[config.mk]
export PLATFORM = sky130hd
export DESIGN_NAME = vreq_serial_bridge
export DESIGN_NICKNAME = d
export VERILOG_FILES = /design/src/rtl/vreq_serial_bridge.sv
export SDC_FILE = /design/constraint.sdc
export NUM_CORES = 1
export LEC_CHECK = 0
export BUFFER_PORTS_ARGS = -buffer_cell sky130_fd_sc_hd__buf_2
export CAP_MARGIN = 20
export CELL_PAD_IN_SITES_DETAIL_PLACEMENT = 0
export CELL_PAD_IN_SITES_GLOBAL_PLACEMENT = 1
export CORE_UTILIZATION = 25
export DETAILED_ROUTE_END_ITERATION = 10
export MAX_ROUTING_LAYER = met4
export PLACE_DENSITY_LB_ADDON = 0.15
export SYNTH_ARGS = -nofsm -noshare
export SYNTH_HDL_FRONTEND = slang
export SYNTH_SLANG_ARGS = --single-unit
[constraint.sdc]
create_clock -name clk -period 3.2 [get_ports clk]
set_input_delay 0.32 -clock clk [delete_from_list [all_inputs] [get_ports clk]]
set_output_delay 0.32 -clock clk [all_outputs]
set_load 0.01 [all_outputs]
[src/rtl/vreq_serial_bridge.sv]
module vreq_serial_bridge #(
  parameter logic [31:0] RESET_DIV = 32'd12,
  parameter logic [7:0]  RESET_LCR = 8'h03
) (
  input  logic        clk,
  input  logic        rst_n,
  input  logic        req_vld,
  input  logic [7:0]  req_type,
  input  logic [7:0]  req_code,
  input  logic [15:0] req_len,
  input  logic        wdat_vld,
  input  logic [7:0]  wdat,
  output logic        req_ack,
  output logic        req_stall,
  output logic        rdat_vld,
  output logic [7:0]  rdat,
  input  logic [7:0]  modem_stat,
  input  logic [7:0]  line_stat,
  output logic [31:0] baud_div,
  output logic [7:0]  line_ctrl,
  output logic [7:0]  modem_ctrl,
  output logic        cts_required,
  output logic        tx_enable,
  output logic        rpt_vld,
  input  logic        rpt_rdy,
  output logic [7:0]  rpt_modem,
  output logic [7:0]  rpt_line
);
  localparam logic [7:0] TYPE_WR = 8'h40, TYPE_RD = 8'hC0;
  localparam logic [7:0] C_MSR = 8'd2, C_DIV = 8'd5, C_LCR_RD = 8'd6, C_LCR_WR = 8'd7;
  localparam logic [7:0] C_MCR = 8'd10, C_NOP = 8'd11, C_CTS = 8'd12;

  wire is_wr   = req_type == TYPE_WR;
  wire is_rd   = req_type == TYPE_RD;
  wire code_wr = req_code == C_DIV || req_code == C_LCR_WR || req_code == C_MCR ||
                 req_code == C_NOP || req_code == C_CTS;
  wire code_rd = req_code == C_MSR || req_code == C_LCR_RD;
  wire [15:0] exp_len = (req_code == C_DIV) ? 16'd4 : 16'd1;

  logic       busy;
  logic [7:0] code_q;
  logic [1:0] cnt, last;
  logic [23:0] shreg;
  logic [8:0] flags_q;

  wire take    = req_vld && !busy && (is_wr || is_rd);
  wire dir_ok  = (is_wr && code_wr) || (is_rd && code_rd);
  wire len_ok  = req_len == exp_len;
  wire bad     = take && (!(code_wr || code_rd) || (dir_ok && !len_ok));
  wire go_rd   = take && is_rd && code_rd && len_ok;
  wire go_wr   = take && is_wr && code_wr && len_ok;
  wire commit  = busy && wdat_vld && cnt == last;

  wire [8:0] flags = {line_stat[7], line_stat[4:1], modem_stat[3:0]};
  wire rise = |(flags & ~flags_q);

  assign tx_enable = !cts_required || modem_stat[4];

  always_ff @(posedge clk or negedge rst_n) begin
    if (!rst_n) begin
      busy <= 1'b0; code_q <= '0; cnt <= '0; last <= '0; shreg <= '0;
      req_ack <= 1'b0; req_stall <= 1'b0; rdat_vld <= 1'b0; rdat <= '0;
      baud_div <= RESET_DIV; line_ctrl <= RESET_LCR; modem_ctrl <= '0;
      cts_required <= 1'b0;
    end else begin
      req_ack   <= commit || go_rd;
      req_stall <= bad;
      rdat_vld  <= go_rd;
      if (go_rd) rdat <= (req_code == C_MSR) ? modem_stat : line_ctrl;
      if (go_wr) begin
        busy   <= 1'b1;
        code_q <= req_code;
        cnt    <= '0;
        last   <= 2'(exp_len - 16'd1);
      end else if (busy && wdat_vld) begin
        cnt   <= cnt + 2'd1;
        shreg <= {wdat, shreg[23:8]};
        if (commit) begin
          busy <= 1'b0;
          case (code_q)
            C_DIV:    baud_div     <= {wdat, shreg};
            C_LCR_WR: line_ctrl    <= wdat;
            C_MCR:    modem_ctrl   <= wdat;
            C_CTS:    cts_required <= wdat[0];
            default:  ;
          endcase
        end
      end
    end
  end

  always_ff @(posedge clk or negedge rst_n) begin
    if (!rst_n) begin
      flags_q <= '0; rpt_vld <= 1'b0; rpt_modem <= '0; rpt_line <= '0;
    end else begin
      flags_q <= flags;
      if (rpt_vld && rpt_rdy) rpt_vld <= 1'b0;
      else if (!rpt_vld && rise) begin
        rpt_vld   <= 1'b1;
        rpt_modem <= modem_stat;
        rpt_line  <= line_stat;
      end
    end
  end
endmodule

=== Word level (Yosys, flattened, before mapping) ===
Index checks and enable logic that the tools add are counted.

* Flip-flop bits (word level): 123
* Word-level logic and storage cells: 90

* Add/subtract/negate cells: 2
* Bitwise logic cells: 4
* Equality and inequality tests: 15
* Reduce and logical (&&, ||, !) cells: 43
* Muxes and demuxes: 9

{| class="wikitable"
|+ Operator list
! operator !! count
|-
| 8-bit by 3-bit == test with 1-bit output, second input constant || 5
|-
| 8-bit by 4-bit == test with 1-bit output, second input constant || 5
|-
| 16-bit by 3-bit == test with 1-bit output || 1
|-
| 1-bit logical AND || 16
|-
| 4-bit AND reduction || 4
|-
| 1-bit logical OR || 11
|-
| 9-bit bitwise AND || 1
|-
| 9-bit inverter || 1
|-
| 9-bit OR reduction || 1
|-
| 8-bit by 2-bit == test with 1-bit output, second input constant || 1
|-
| 8-bit by 7-bit == test with 1-bit output, second input constant || 1
|-
| 8-bit == test, second input constant || 1
|-
| 8-bit 2-to-1 mux || 1
|-
| 2-bit AND reduction || 3
|-
| 2-bit nonzero test || 3
|-
| 1-bit logical NOT || 5
|-
| 1-bit 2-to-1 mux || 5
|-
| 2-bit 2-to-1 mux || 2
|-
| 3-bit 2-to-1 mux || 1
|-
| 2-bit by 1-bit adder with 2-bit output, second input constant || 1
|-
| 2-bit == test || 1
|-
| 1-bit inverter || 2
|-
| 2-bit by 1-bit subtractor with 2-bit output, second input constant || 1
|}

=== Depth between registers and ports, before layout ===
* Depth after elaboration: 10
* Depth in mapped cells: 6
* Depth with buffers taken out: 5

=== Worst setup path before layout ===
Ideal clock, no wire load.

* Kind: input to register
* From: in req_code[5]
* To: reg code_q[3]
* Required time: 3.075 ns
* Arrival time: 2.093 ns
* Setup slack: 0.982 ns
* Library setup time: 0.125 ns
* Cell stages on the path: 5
* Buffers on the path: 1
* Cell sequence: or4_1 a311o_1 a2111o_1 buf_2 mux2_4

* Word-level cells in the longest chain between the ends: 7
* Elaborated cells on any way between the ends: 13

{| class="wikitable"
|+ RTL lines
! what !! RTL line !! source
|-
| start, declared || 9 || <nowiki>input logic [7:0] req_code,</nowiki>
|-
| branches (longest 6 deep; another with 16-bit by 3-bit == test with 1-bit output) || n/a ||
|-
| 1-bit logical AND (*) || 51 || <nowiki>wire go_wr = take && is_wr && code_wr && len_ok;</nowiki>
|-
| end signal, assigned || 72 || <nowiki>code_q <= req_code;</nowiki>
|-
| end, declared || 41 || <nowiki>logic [7:0] code_q;</nowiki>
|}

Mark *: on every way between the ends.
A chain may end at the register's enable or synchronous reset.

=== Worst setup path in the final report ===
* From: reg code_q[5]
* To: reg baud_div[22]

* Word-level cells in the longest chain between the ends: 2

{| class="wikitable"
|+ RTL lines
! what !! RTL line !! source
|-
| 8-bit by 3-bit == test with 1-bit output || 80 || <nowiki>case (code_q)</nowiki>
|-
| 4-bit AND reduction (no line) || n/a ||
|-
| end signal, assigned || 81 || <nowiki>C_DIV: baud_div <= {wdat, shreg};</nowiki>
|-
| end, declared || 19 || <nowiki>output logic [31:0] baud_div,</nowiki>
|}

No other way between the ends.

==> results.cfg <==
[synthesis]
ys.warnings.count = 0
yosys.area.top_type = dfrtp_1
synth.area.top_cells = dfrtp_1, mux2_2, dfstp_2
yosysUniqueCellTypes = 41
syn-num-nets = 383
syn_area_per_cell_um2 = 14.98
syn_inst = 322
netlist.area_leader.share_pct = 61.22
ys_seq_elements = 122
yosysMostFrequentCell = dfrtp_1
syn_area_um2 = 4823
async_reset_ff_share_pct = 100.0
synth_common_cells = dfrtp_1, mux2_2, inv_1
synth_edf_count = 0
ys.flop_type = dfrtp_1
synth.yosys.seq_area_share_pct = 63.40

[clock_network]
cts_buffer_depth = 2
htreeDepth = 4
clock-sinks = 122
cts-resized-gates = 0
hold_buffers = 1
clk_pin_slew_ps = 50
postCtsSetupRepairBufs = 0
cts_inserted_buffers = 17
root_buffer = clkbuf_16
clk_latency_ps = 410
tritoncts = yes

[worst_setup_path]
cp-end-kind = flop
start_kind = flop
required_ps = 3480
worstPathArrival_ps = 2640
crit_fanout = 32
reg2reg_depth = 5
crit_type = reg2reg

[place]
gp_congestion = 0.7583
port_buffers = 138
hpwlAfterDp_um = 8011
dp_slack_ps = 754.1

[global_routing]
grt_pass1_wl_um = 17800
antenna_found_initial = 0
grt_pass1_vias = 3346
gr-total-overflow = 0
grt_max_degree = 64
grt_usage_pct = 12.28

[routing]
route.antenna.remaining_nets = 0
vias = 3192
avgRoutedWirePerCell_um = 14.82
drt-vias-per-instance = 4.262
drt_iter0_markers = 133
wl_um = 11100
remaining_drc_errors = 0
drtPass1Iterations = 4

[sta]
period_minus_slack_ps = 2359
skew_ps = 9.034
setup_viol = 0
maxSlewHeadroom_pct = 51.55
layout_setup_ws_ps = 841.1
hold_viol = 0
finalSetupTns_ps = 0
fin_crit_sh_pct = 73.71
worstMarginPinSlew_ps = 720.1
fmax_ghz = 0.4239
slew_viol_final = 0
hold_ws_ps = 47.47
rsz0062_at_grt = false

[die]
coreArea_um2 = 18830
die_y_um = 140.9
dieArea_um2 = 19850
rows = 50
die_w_um = 140.9
initial_core_util_pct = 25.61
pin_count = 139

[pwr]
cellPowerDensity_nw_per_um2 = 715.3
leakage_nw = 3.301
ir_drop_v = 0.0003045

[final_layout]
nets = 537
diodes = 0
syn_to_final_growth_pct = 34.14
num-fill-cells = 1905
final_layout_size_suffix_gt1_share_pct = 58.90

[run_status]
outcome = complete, no violations

[worst_hold_path]
hp-class = in2reg
hold_depth = 1

[run]
maxCapViolCount = 0
power by group:
group / switching [mW] / internal (mW) / total, mW
Sequential: 0.164 / 1.84 / 2.00
Clock: 0.641 / 1.25 / 1.89
Combinational: 0.329 / 0.411 / 0.740
layer usage:
layer / GRT usage (%) / wire (µm) / vias to the layer above / part of all wire [%]
met5: - / 0 / - / 0
met1: 14.85 / 5086 / 1594 / 46
met3: 2.819 / 458 / 19 / 4.1
met4: 5.950 / 252 / 0 / 2.3
li1: - / - / 1476 / -
met2: 19.35 / 5300 / 103 / 48
worst max-delay path, stage by stage (launching register included):
cell,delay [ps]
dfrtp_1,370
or4_1,540
a211oi_2,290
and4b_1,230
buf_4,400
mux2_2,390
metrics by stage:
step,cell area (µm²),std cells,util (%),power (mW)
floorplan,4823,322,-,2.452
global placement,5854,715,31.09,2.750
detailed placement,5854,715,31.09,2.777
CTS,6459,748,34.30,4.698
global route,6470,749,34.36,4.882
finish,6470,749,34.36,4.628
cell type report:
type / instances / area, µm² / share of cell area (%)
Clock inverter: 6 / 85.08 / 1.315
Sequential cell: 122 / 3058 / 47.26
Clock buffer: 26 / 509.2 / 7.871
Inverter: 13 / 48.80 / 0.7542
Timing Repair Buffer: 145 / 764.5 / 11.82
Multi-Input combinational cell: 177 / 1679 / 25.95
Tap cell: 260 / 325.3 / 5.028
state kept, by name, summed over array words and instances, names as in the netlist, 2 cells and up:
signal / count
modem_ctrl: 8
rpt_modem: 8
rdat: 8
code_q: 8
cnt: 2
line_ctrl: 8
shreg: 24
baud_div: 32
rpt_line: 8
flags_q: 9
cell families after synthesis:
logic type             synth area share [%]
buffers and inverters                 1.920
DFF                                   63.40
and+or+nand+nor                       6.200
muxes                                 25.53
AOI/OAI and AO/OA                     2.957
worst paths after layout:
kind	from	endpoint	slack, ps
worst max-delay path	code_q[5]	baud_div[22]	840
worst min-delay path	line_stat[4]	flags_q[7]	50
worst max register to register	code_q[5]	baud_div[22]	840
worst min register to register	code_q[6]	code_q[6]	480
max in group asynchronous	rst_n	line_ctrl[1]	2030
min in group asynchronous	rst_n	rpt_line[4]	360
cell usage in the layout (no fill, tap or decap), drive strengths merged, types with 2 or more instances in the layout:
cell type    n
buf        144
dfrtp      118
mux2       109
clkbuf      26
inv         13
nand2        8
nor4         5
a21oi        5
nand4        4
nor2         4
nand3b       4
and2         4
dfstp        4
nand2b       3
o21ai        3
nor4b        2
a21o         2
or4          2
nand3        2
o22ai        2
bufinv       2
clkinv       2
clkinvlp     2
nor3b        2
No activity file was read; power rests on OpenSTA's default activity.
